`src/rtl/ppg_pkg.sv`:
```
package ppg_pkg;
    localparam int PPG_NCH  = 3;
    localparam int CH_PADDR = 0;
    localparam int CH_SADDR = 1;
    localparam int CH_CFGD  = 2;

    typedef struct packed {
        logic pend;
        logic sum;
    } ppg_chk_t;

    typedef struct packed {
        logic pri_blk;
        logic sec_blk;
        logic serr;
        logic perr;
    } ppg_resp_t;
endpackage

```
`src/rtl/ppg_par_chk.sv`:
```
module ppg_par_chk
    import ppg_pkg::*;
#(
    parameter int W = 36
) (
    input  logic         clk,
    input  logic         rst_n,
    input  logic         phase_vld,
    input  logic [W-1:0] bits,
    input  logic         par,
    output logic         err
);
    ppg_chk_t st_d, st_q;

    always_comb begin
        st_d.pend = phase_vld;
        st_d.sum  = ^bits;
    end

    always_ff @(posedge clk) begin
        if (!rst_n) st_q <= '0;
        else        st_q <= st_d;
    end

    // even parity: stored sum plus PAR must be zero
    assign err = st_q.pend & (st_q.sum ^ par);
endmodule

```
`src/rtl/ppg_stat_bit.sv`:
```
module ppg_stat_bit (
    input  logic clk,
    input  logic rst_n,
    input  logic set,
    input  logic clr,
    output logic q
);
    logic bit_d, bit_q;

    always_comb bit_d = (bit_q & ~clr) | set;

    always_ff @(posedge clk) begin
        if (!rst_n) bit_q <= 1'b0;
        else        bit_q <= bit_d;
    end

    assign q = bit_q;
endmodule

```
`src/rtl/pci_parity_guard.sv`:
```
module pci_parity_guard
    import ppg_pkg::*;
#(
    parameter int AD_W       = 32,
    parameter int CBE_W      = 4,
    parameter int REG_W      = 16,
    parameter int CMD_PER    = 6,
    parameter int CMD_SERREN = 8,
    parameter int BCTL_PER   = 0,
    parameter int STAT_DPE   = 15,
    parameter int STAT_SSE   = 14
) (
    input  logic             clk,
    input  logic             rst_n,
    input  logic [AD_W-1:0]  pri_ad,
    input  logic [CBE_W-1:0] pri_cbe,
    input  logic             pri_par,
    input  logic             pri_addr_vld,
    input  logic             pri_cfgwr_vld,
    input  logic [AD_W-1:0]  sec_ad,
    input  logic [CBE_W-1:0] sec_cbe,
    input  logic             sec_par,
    input  logic             sec_addr_vld,
    input  logic [REG_W-1:0] cmd_reg,
    input  logic [REG_W-1:0] bctl_reg,
    input  logic [REG_W-1:0] pri_clr,
    input  logic [REG_W-1:0] sec_clr,
    output logic             pri_claim_blk,
    output logic             sec_claim_blk,
    output logic             pri_perr_n,
    output logic             pri_serr_n,
    output logic [REG_W-1:0] pri_stat,
    output logic [REG_W-1:0] sec_stat
);
    localparam int PW = AD_W + CBE_W;

    logic [PPG_NCH-1:0][PW-1:0] ch_bits;
    logic [PPG_NCH-1:0]         ch_vld;
    logic [PPG_NCH-1:0]         ch_par;
    logic [PPG_NCH-1:0]         ch_err;

    always_comb begin
        ch_bits[CH_PADDR] = {pri_cbe, pri_ad};
        ch_vld[CH_PADDR]  = pri_addr_vld;
        ch_par[CH_PADDR]  = pri_par;
        ch_bits[CH_SADDR] = {sec_cbe, sec_ad};
        ch_vld[CH_SADDR]  = sec_addr_vld;
        ch_par[CH_SADDR]  = sec_par;
        ch_bits[CH_CFGD]  = {pri_cbe, pri_ad};
        ch_vld[CH_CFGD]   = pri_cfgwr_vld;
        ch_par[CH_CFGD]   = pri_par;
    end

    for (genvar c = 0; c < PPG_NCH; c++) begin : g_chk
        ppg_par_chk #(.W(PW)) i_chk (
            .clk      (clk),
            .rst_n    (rst_n),
            .phase_vld(ch_vld[c]),
            .bits     (ch_bits[c]),
            .par      (ch_par[c]),
            .err      (ch_err[c])
        );
    end

    logic pri_per, sec_per, serr_en;
    assign pri_per = cmd_reg[CMD_PER];
    assign sec_per = bctl_reg[BCTL_PER];
    assign serr_en = cmd_reg[CMD_SERREN];

    ppg_resp_t rs_d, rs_q;

    always_comb begin
        rs_d.pri_blk = ch_err[CH_PADDR] & pri_per;
        rs_d.sec_blk = ch_err[CH_SADDR] & sec_per;
        rs_d.serr    = serr_en & ((ch_err[CH_PADDR] & pri_per) |
                                  (ch_err[CH_SADDR] & sec_per));
        rs_d.perr    = ch_err[CH_CFGD] & pri_per;
    end

    always_ff @(posedge clk) begin
        if (!rst_n) rs_q <= '0;
        else        rs_q <= rs_d;
    end

    logic pri_dpe, pri_sse, sec_dpe;

    ppg_stat_bit i_pri_dpe (
        .clk  (clk),
        .rst_n(rst_n),
        .set  (ch_err[CH_PADDR] | ch_err[CH_CFGD]),
        .clr  (pri_clr[STAT_DPE]),
        .q    (pri_dpe)
    );

    ppg_stat_bit i_pri_sse (
        .clk  (clk),
        .rst_n(rst_n),
        .set  (rs_d.serr),
        .clr  (pri_clr[STAT_SSE]),
        .q    (pri_sse)
    );

    ppg_stat_bit i_sec_dpe (
        .clk  (clk),
        .rst_n(rst_n),
        .set  (ch_err[CH_SADDR]),
        .clr  (sec_clr[STAT_DPE]),
        .q    (sec_dpe)
    );

    always_comb begin
        pri_stat           = '0;
        pri_stat[STAT_DPE] = pri_dpe;
        pri_stat[STAT_SSE] = pri_sse;
        sec_stat           = '0;
        sec_stat[STAT_DPE] = sec_dpe;
    end

    assign pri_claim_blk = rs_q.pri_blk;
    assign sec_claim_blk = rs_q.sec_blk;
    assign pri_perr_n    = ~rs_q.perr;
    assign pri_serr_n    = ~rs_q.serr;
endmodule

```
`config.mk`:
```
export PLATFORM = sky130hd
export DESIGN_NAME = pci_parity_guard
export DESIGN_NICKNAME = d
export VERILOG_FILES = /design/src/rtl/ppg_pkg.sv /design/src/rtl/ppg_par_chk.sv /design/src/rtl/ppg_stat_bit.sv /design/src/rtl/pci_parity_guard.sv
export SDC_FILE = /design/constraint.sdc
export NUM_CORES = 1
export LEC_CHECK = 0
export BUFFER_PORTS_ARGS = -buffer_cell sky130_fd_sc_hd__buf_2
export CAP_MARGIN = 0
export CORE_ASPECT_RATIO = 0.9
export CORE_MARGIN = 5
export CORE_UTILIZATION = 31
export DETAILED_ROUTE_END_ITERATION = 8
export PLACE_DENSITY = 0.82
export SLEW_MARGIN = 20
export SYNTH_ARGS = -nofsm -noshare
export SYNTH_HDL_FRONTEND = slang
export SYNTH_SLANG_ARGS = --single-unit
```
`constraint.sdc`:
```
create_clock -name clk -period 1.6 [get_ports clk]
set_input_delay 0.32 -clock clk [delete_from_list [all_inputs] [get_ports clk]]
set_output_delay 0.32 -clock clk [all_outputs]
set_load 0.03 [all_outputs]
```
Yosys cells after proc, flatten, opt, wreduce, memory -nomap -nowiden
Cells that the tools add are included.

operators by class
  bitwise operators = 22
  reduce and logical (&&, ||, !) cells = 2

operators with widths
  operator              count
  36-bit XOR reduction  2
  1-bit AND             10
  1-bit inverter        5
  1-bit OR              5
  1-bit XOR             2

word-level totals
  input port bits = 143
  output and inout port bits = 36
  bits in registers = 12

Logic depth before layout (Yosys ltp)
Gate-level depths: netlist of run 1.

  word-level depth = 6
  mapped depth = 5
  depth with buffers taken out = 5

Cells and area by module
From an unflattened synthesis of run 1, not the netlist that was laid out.

unflattened totals
  cells, all modules = 179
  area total of the unflattened synthesis = 1687.9 sq um

modules (own cells, without submodules)
  module            seq. area each (sq um)  times used  cells an instance  area an instance (sq um)
  ppg_par_chk       40.0                    3           41                 392.9
  pci_parity_guard  80.1                    1           47                 385.4
  ppg_stat_bit      20.0                    3           3                  41.3

Worst setup path after synthesis of run 1
Ideal clock, no wire load.

  kind = input to register
  from = input port sec_ad[26]
  to = register g_chk[1].i_chk.st_q[0] (netlist bit)
  arrival = 1298 ps
  setup slack = 184 ps
  stages = 5
  path buffers = 0
  setup time = 118 ps
  cells stage by stage = xor2_1 -> xnor2_1 -> xnor2_1 -> xnor3_1 -> mux2i_1

on the way
  word-level cells in the longest chain between the ends = 1

ends and longest elaborated chain
  item                  line                    RTL
  from (decl)           pci_parity_guard.sv:20  input logic [AD_W-1:0] sec_ad,
  36-bit XOR reduction  ppg_par_chk.sv:17       st_d.sum = ^bits;
  to (signal assigned)  ppg_par_chk.sv:22       else st_q <= st_d;
  to (decl)             ppg_par_chk.sv:13       ppg_chk_t st_d, st_q;

Every way passes these cells.
A chain may end at the register's enable or synchronous reset.

Final worst setup path of run 1
Ends and elaborated chain as after synthesis.

==> implementation parameters, run 1 <==
Parameter                              Value

Run status
  Status    finished, final reports clean

Critical path
  Worst R2R Setup Slack    0.29 ns
  Delay of the slowest cell on the worst path    0.44 ns
  Sort of element at the end of the critical path    register
  Worst r2r src    g_chk[2].i_chk.st_q[0]
  Required time at the endpoint of the critical path    1.73 ns
  Arrival @ worst endpoint    1.48 ns
  Cell type group with the largest total delay on the critical path    XOR/XNOR gates
  Maximum fanout along the worst path    1
  Launch point of the worst path    sec_ad[26]
  Number of cells on the worst reg-to-reg path    5
  CP cell instances    buf_2, xor2_1, xnor2_1, xnor2_1, xnor3_1, mux2i_1
  Number of buffer and inverter stages on the critical path    1
  Most numerous cell on the critical path    sky130_fd_sc_hd__xnor2_1
  CP Depth    6
  Master of the slowest instance on the critical path    sky130_fd_sc_hd__xnor3_1
  R2R Path End    i_pri_sse.q
  Worst Path Class, Setup    in2reg
  Nature of the critical path startpoint    input pin

Layout
  Commonest non-fill, non-tap cell in the layout    sky130_fd_sc_hd__buf_2
  Layout cell share with drive strength beyond 1    42.1%
  Commonest cells after routing, fill and taps aside    91 x sky130_fd_sc_hd__buf_2, 52 x sky130_fd_sc_hd__xnor2_1, 29 x sky130_fd_sc_hd__conb_1
  Register area    240 um2
  Fill cell instance count of the final layout    408
  Area grow syn2layout    33.9%
  Multi-input gate area in the final layout    875 um2
  Final core utilization    42.2%
  Filler-free cell count of the finished design    276
  Inserted Diodes    0
  Final net count    373

Min path
  Hold wc startpoint    pri_addr_vld
  Worst hold path endpoint    g_chk[0].i_chk.st_q[1]
  Path category of the worst min-delay check    in2reg
  Hold path cells    2

Timing
  Number of max-slew violations in the final report    0
  Time the final worst path needs with I/O delays and setup    1.35 ns
  Crit share post-route    84.5%
  Clock skew after layout    0.000935 ns
  Hold Slack    0.281 ns
  Maximum clock frequency    739 MHz
  Crit path setup slack, layout    0.248 ns
  Number of failing hold endpoints at the final stage    0
  Number of failing setup endpoints in the final timing report    0
  Unrepaired setup endpoints after global routing    no

Floorplan
  Starting utilization of the core area    31.5%
  Vert. Die Dim    70.6 um
  Total die area    5460 um2
  FP Rows    22
  Die X    77.3 um
  Core footprint    4020 um2
  Boundary Pins    179

Placement
  Hpwl dp    2540 um
  RD Place Congestion    0.632
  Placed Cells incl. Taps    273
  Worst setup slack after placement    -0.0132 ns
  Port bufs    91

GRT
  Wire length of the first global-routing pass    3880 um
  Maximum number of pins on one net before global-route repair    9
  Number of antenna violations at the first check in global routing    0
  Total gr overflow    0
  Via count of the first global-routing pass    998
  Combined global-route utilization of all metal layers    8.81%

Synthesis
  Synthesized area per cell    9.23 um2
  Sequential share of the synthesized area    19.0%
  Cell type with the largest total area after synthesis    sky130_fd_sc_hd__xnor2_1
  Proportion of netlist area held by the largest area contributor    36.0%
  Count of yosys warnings during synthesis    0
  Yosys reg bits    12
  Leading cell types by total area after synthesis    sky130_fd_sc_hd__xnor2_1 36%, sky130_fd_sc_hd__dfxtp_1 19%, sky130_fd_sc_hd__buf_4 19%
  Number of unique standard cell types used by synthesis    18
  Number of cells produced by synthesis    137
  Post-synthesis instance area    1260 um2

Clock network
  Clock-pin slew reported for the worst setup and hold paths after clock tree synthesis    0.05 ns
  Deepest level of the CTS H-tree    1
  CTS sink cnt    12
  CTS tree    built
  Buffer levels on the longest clock path    2
  Latest clock arrival within the worst-skew pair    0.24 ns
  Number of buffers inserted by hold repair at cts    0
  Count of instances resized after the clock tree is built    0
  Root buffer selected by CTS    sky130_fd_sc_hd__clkbuf_8
  Post-CTS setup-driven buffer insertion count    0
  TritonCTS Buffers    3

Route
  Via/cell ratio    3.71
  Routed wire length    2680 um
  Detailed router's first-iteration violation count    6
  Final antenna-violating net count    0
  WL per Instance    9.69 um
  DRC violation count after routing    0
  Vias after detailed routing    1023
  Number of iterations in the first detailed-routing pass    2

Power
  Worst vdd ir    261 uV
  Power density over the cells    830 nW/um2
  Lkg Pwr    0.863 nW

Job
  Total of max-cap violations    0
==> per-layer routing <==
layer	track usage (%)	part of all wire, %	vias up
li1	-	-	541
met1	8.00	29	430
met2	17.5	59	48
met3	2.42	10	4
met4	4.58	1.7	0
met5	0	0	-
==> worst max-delay path by stage <==
stage / end / slack [ns]
CTS: g_chk[2].i_chk.st_q[0] / 0.22
global route: g_chk[1].i_chk.st_q[0] / 0.14
global placement: g_chk[1].i_chk.st_q[0] / -0.002
detailed placement: g_chk[1].i_chk.st_q[0] / -0.01
finish: g_chk[1].i_chk.st_q[0] / 0.25
floorplan: g_chk[1].i_chk.st_q[0] / 0.18
==> through the flow <==
step	TNS (ns)	area [um2]	power, mW
global route	0	1690	1.50
global placement	-0.00156	1650	1.14
finish	0	1690	1.41
detailed placement	-0.0193	1650	1.15
floorplan	0	1370	1.04
CTS	0	1690	1.42
==> cells by family after synthesis <==
logic type      after synthesis  synth area share (%)
xor+xnor                     66                  50.0
simple gates                 15                  6.43
flops                        12                  19.0
compound gates                5                  2.47
mux                           2                  1.58
other cells                   1                 0.296
buf+inv                      36                  20.2
==> cell usage after synthesis <==
library cell	n
sky130_fd_sc_hd__o21ai_0	1
sky130_fd_sc_hd__xor2_1	10
sky130_fd_sc_hd__nor2_1	1
sky130_fd_sc_hd__inv_1	4
sky130_fd_sc_hd__nand2_1	4
sky130_fd_sc_hd__or2_1	2
sky130_fd_sc_hd__buf_4	32
sky130_fd_sc_hd__and3_1	1
sky130_fd_sc_hd__xnor3_1	4
sky130_fd_sc_hd__mux2i_1	2
sky130_fd_sc_hd__conb_1	1
sky130_fd_sc_hd__dfxtp_1	12
sky130_fd_sc_hd__and2_1	5
sky130_fd_sc_hd__xnor2_1	52
sky130_fd_sc_hd__o21a_1	1
sky130_fd_sc_hd__nand2b_1	2
sky130_fd_sc_hd__a21oi_1	2
sky130_fd_sc_hd__a31o_2	1
==> sequential cells by signal, summed over array words and instances (netlist names) <==
signal and cells:
g_chk.i_chk.st_q 5, i_pri_dpe.q 1, i_pri_sse.q 1, i_sec_dpe.q 1, pri_claim_blk 1, rs_q 2, sec_claim_blk 1
==> area by class of cell <==
type,instances,area share (%)
Sequential cell,12,14.2
Timing Repair Buffer,92,27.3
Tap cell,48,3.55
Clock buffer,3,2.44
Inverter,4,0.886
Multi-Input combinational cell,117,51.6
==> power by group <==
| part | switching, mW | leakage [nW] | internal [mW] |
|---|---|---|---|
| Clock | 0.102 | 0.0216 | 0.165 |
| Sequential | 0.0127 | 0.0986 | 0.339 |
| Combinational | 0.348 | 0.743 | 0.440 |
No activity file was read; power rests on OpenSTA's default activity.
==> run 2: changes to the inputs <==
--- a/config.mk
+++ b/config.mk
@@ -9,9 +9,9 @@
 export CAP_MARGIN = 0
 export CORE_ASPECT_RATIO = 0.9
 export CORE_MARGIN = 5
-export CORE_UTILIZATION = 31
+export CORE_UTILIZATION = 28
 export DETAILED_ROUTE_END_ITERATION = 8
-export PLACE_DENSITY = 0.82
+export PLACE_DENSITY = 0.78
 export SLEW_MARGIN = 20
 export SYNTH_ARGS = -nofsm -noshare
 export SYNTH_HDL_FRONTEND = slang
==> constraint.sdc (replaced) <==
create_clock -name clk -period 1.15 [get_ports clk]
set_input_delay 0.23 -clock clk [delete_from_list [all_inputs] [get_ports clk]]
set_output_delay 0.23 -clock clk [all_outputs]
set_load 0.03 [all_outputs]
==> run 2 against run 1 <==
The run now ends with setup timing left. Critical path type unchanged. Setup slack worse by 0.39 ns. Clock power up 67%. First-iteration DRC count rose to 3.0 times the previous value. Cell area up 11%. Largest cell class unchanged. Total power up 52%. Critical path depth unchanged. Non-clock buffer count up 3. Sequential power up 40%.
==> implementation parameters, run 2 (same netlist as run 1, synthesis figures left out) <==
Parameter                              Value

Run status
  Status    complete, but fails checks
  Failing checks    setup timing

Placement
  Hpwl dp    2640 um
  Post-place instance area    1710 um2
  Port bufs    91
  RD Place Congestion    0.699

Critical path
  CP cell instances    buf_2, xnor2_2, xnor2_1, xnor3_1, or2_1, mux2i_1
  Number of cells on the worst reg-to-reg path    5
  R2R Path End    i_pri_sse.q
  CP Depth    6
  Cell type group with the largest total delay on the critical path    XOR/XNOR gates
  Worst Path Class, Setup    in2reg
  Launch point of the worst path    pri_ad[29]
  Maximum fanout along the worst path    2
  Arrival @ worst endpoint    1.46 ns
  Nature of the critical path startpoint    input pin
  Number of buffer and inverter stages on the critical path    1
  Delay of the slowest cell on the worst path    0.46 ns
  Worst r2r src    g_chk[2].i_chk.st_q[0]
  Master of the slowest instance on the critical path    sky130_fd_sc_hd__xnor3_1
  Worst setup path endpoint    g_chk[2].i_chk.st_q[0]
  Sort of element at the end of the critical path    register
  Worst R2R Setup Slack    -0.10 ns
  Required time at the endpoint of the critical path    1.32 ns

Job
  Total of max-cap violations    0

Route
  Final antenna-violating net count    0
  Number of iterations in the first detailed-routing pass    2
  WL per Instance    9.93 um
  Met3 routed wirelength    245 um
  Highest signal layer in the routed design    met4
  DRC violation count after routing    0
  Routed wire length    2920 um
  Via/cell ratio    3.57
  Detailed router's first-iteration violation count    18
  Vias after detailed routing    1050
  Post-route met1 wirelength    901 um
  DR WL met2    1740 um

GRT
  Maximum number of pins on one net before global-route repair    8
  Combined global-route utilization of all metal layers    8.80%
  Number of antenna violations at the first check in global routing    0
  Via count of the first global-routing pass    1022
  Wire length of the first global-routing pass    4100 um
  Total gr overflow    0

Clock network
  Clock-pin slew reported for the worst setup and hold paths after clock tree synthesis    0.05 ns
  Deepest level of the CTS H-tree    1
  Post-CTS setup-driven buffer insertion count    0
  Latest clock arrival within the worst-skew pair    0.23 ns
  Root buffer selected by CTS    sky130_fd_sc_hd__clkbuf_8
  CTS tree    built
  Buffer levels on the longest clock path    2
  TritonCTS Buffers    3
  CTS sink cnt    12

Min path
  Path category of the worst min-delay check    in2reg
  Hold wc startpoint    pri_addr_vld

Power
  Worst vdd ir    406 uV
  Lkg Pwr    0.955 nW
  Total chip power    2.13 mW
  Power density over the cells    1130 nW/um2

Timing
  Number of failing hold endpoints at the final stage    0
  Crit share post-route    113%
  Unrepaired setup endpoints after global routing    yes
  Maximum clock frequency    773 MHz
  Clock skew after layout    0.00123 ns
  Number of max-slew violations in the final report    0
  Number of failing setup endpoints in the final timing report    3
  Time the final worst path needs with I/O delays and setup    1.29 ns
  Crit path setup slack, layout    -0.144 ns

Layout
  Flip-flop count of the largest register, all copies and words added    5
  Largest register by flop count    g_chk.i_chk.st_q
  Final Cell Area    1890 um2
  Multi-input gate area in the final layout    945 um2
  Register area    240 um2
  Fill cell instance count of the final layout    451
  Final net count    376
  Layout cell share with drive strength beyond 1    47.4%
  Commonest non-fill, non-tap cell in the layout    sky130_fd_sc_hd__buf_2
  Commonest cells after routing, fill and taps aside    80 x sky130_fd_sc_hd__buf_2, 44 x sky130_fd_sc_hd__xnor2_1, 29 x sky130_fd_sc_hd__conb_1
  Inserted Diodes    0
  Area grow syn2layout    49.2%
  Registers with the highest flip-flop counts    g_chk.i_chk.st_q x5, rs_q x2

Floorplan
  Boundary Pins    179
  FP Rows    23
  Total die area    5960 um2
  Die X    80.9 um
  Vert. Die Dim    73.8 um
  Starting utilization of the core area    28.7%
  Core footprint    4400 um2
run 2: changes by cell type in the layout (fill, tap and decap cells not counted), sizes merged:
cell | previous run | this run
buf | 92 | 95
clkbuf | 3 | 4
run 2: metal layers:
metal,global-route usage (%),vias up
li1,-,547
met1,9.25,455
met2,17.0,46
met3,1.10,2
met4,4.50,0
met5,0,-
run 2: repair_timing:
| action | CTS | global route |
|---|---|---|
| hold buffers | 0 | 0 |
| pin swaps | 11 | 10 |
| gates cloned | 0 | 0 |
| endpoints found under the setup margin | 3 | 3 |
| gates resized for setup | 11 | 8 |
run 2: worst reg2reg max path, cell delays in order, from the launching register on:
cell and delay (ns):
sky130_fd_sc_hd__dfxtp_1 0.31, sky130_fd_sc_hd__xor2_1 0.15, sky130_fd_sc_hd__and3_1 0.16, sky130_fd_sc_hd__and2_4 0.14
sky130_fd_sc_hd__o21a_1 0.20, sky130_fd_sc_hd__a31o_2 0.21
run 2: metrics by stage:
step	cells	util, %	setup TNS [ns]	hold WS, ns	worst slack (ns)
CTS	294	41.6	-0.402	0.186	-0.147
finish	294	42.9	-0.361	0.191	-0.144
global placement	290	38.8	-0.899	0.438	-0.383
floorplan	165	-	-0.338	0.352	-0.159
detailed placement	290	38.8	-0.931	0.432	-0.381
global route	294	42.9	-0.619	0.197	-0.232
run 2: layout make-up:
class	count	share of cell area, %
multi-input cells	117	50.1
repair buffers	95	29.4
flip-flops and latches	12	12.7
well taps	62	4.11
clock buffers	4	2.92
inverters	4	0.796
run 2: power by group:
group	internal [mW]	switching, mW	total, mW	leakage [nW]
combinational	0.679	0.518	1.20	0.828
sequential	0.471	0.0197	0.491	0.0986
clock	0.301	0.144	0.445	0.0288
run 2: worst min path at each step:
stage	slack, ns	end	cells past startpoint
CTS	0.19	g_chk[0].i_chk.st_q[1]	2
finish	0.19	g_chk[0].i_chk.st_q[1]	2
global placement	0.44	g_chk[0].i_chk.st_q[1]	2
global route	0.20	g_chk[1].i_chk.st_q[1]	2
floorplan	0.35	g_chk[0].i_chk.st_q[1]	1
detailed placement	0.43	g_chk[0].i_chk.st_q[1]	2
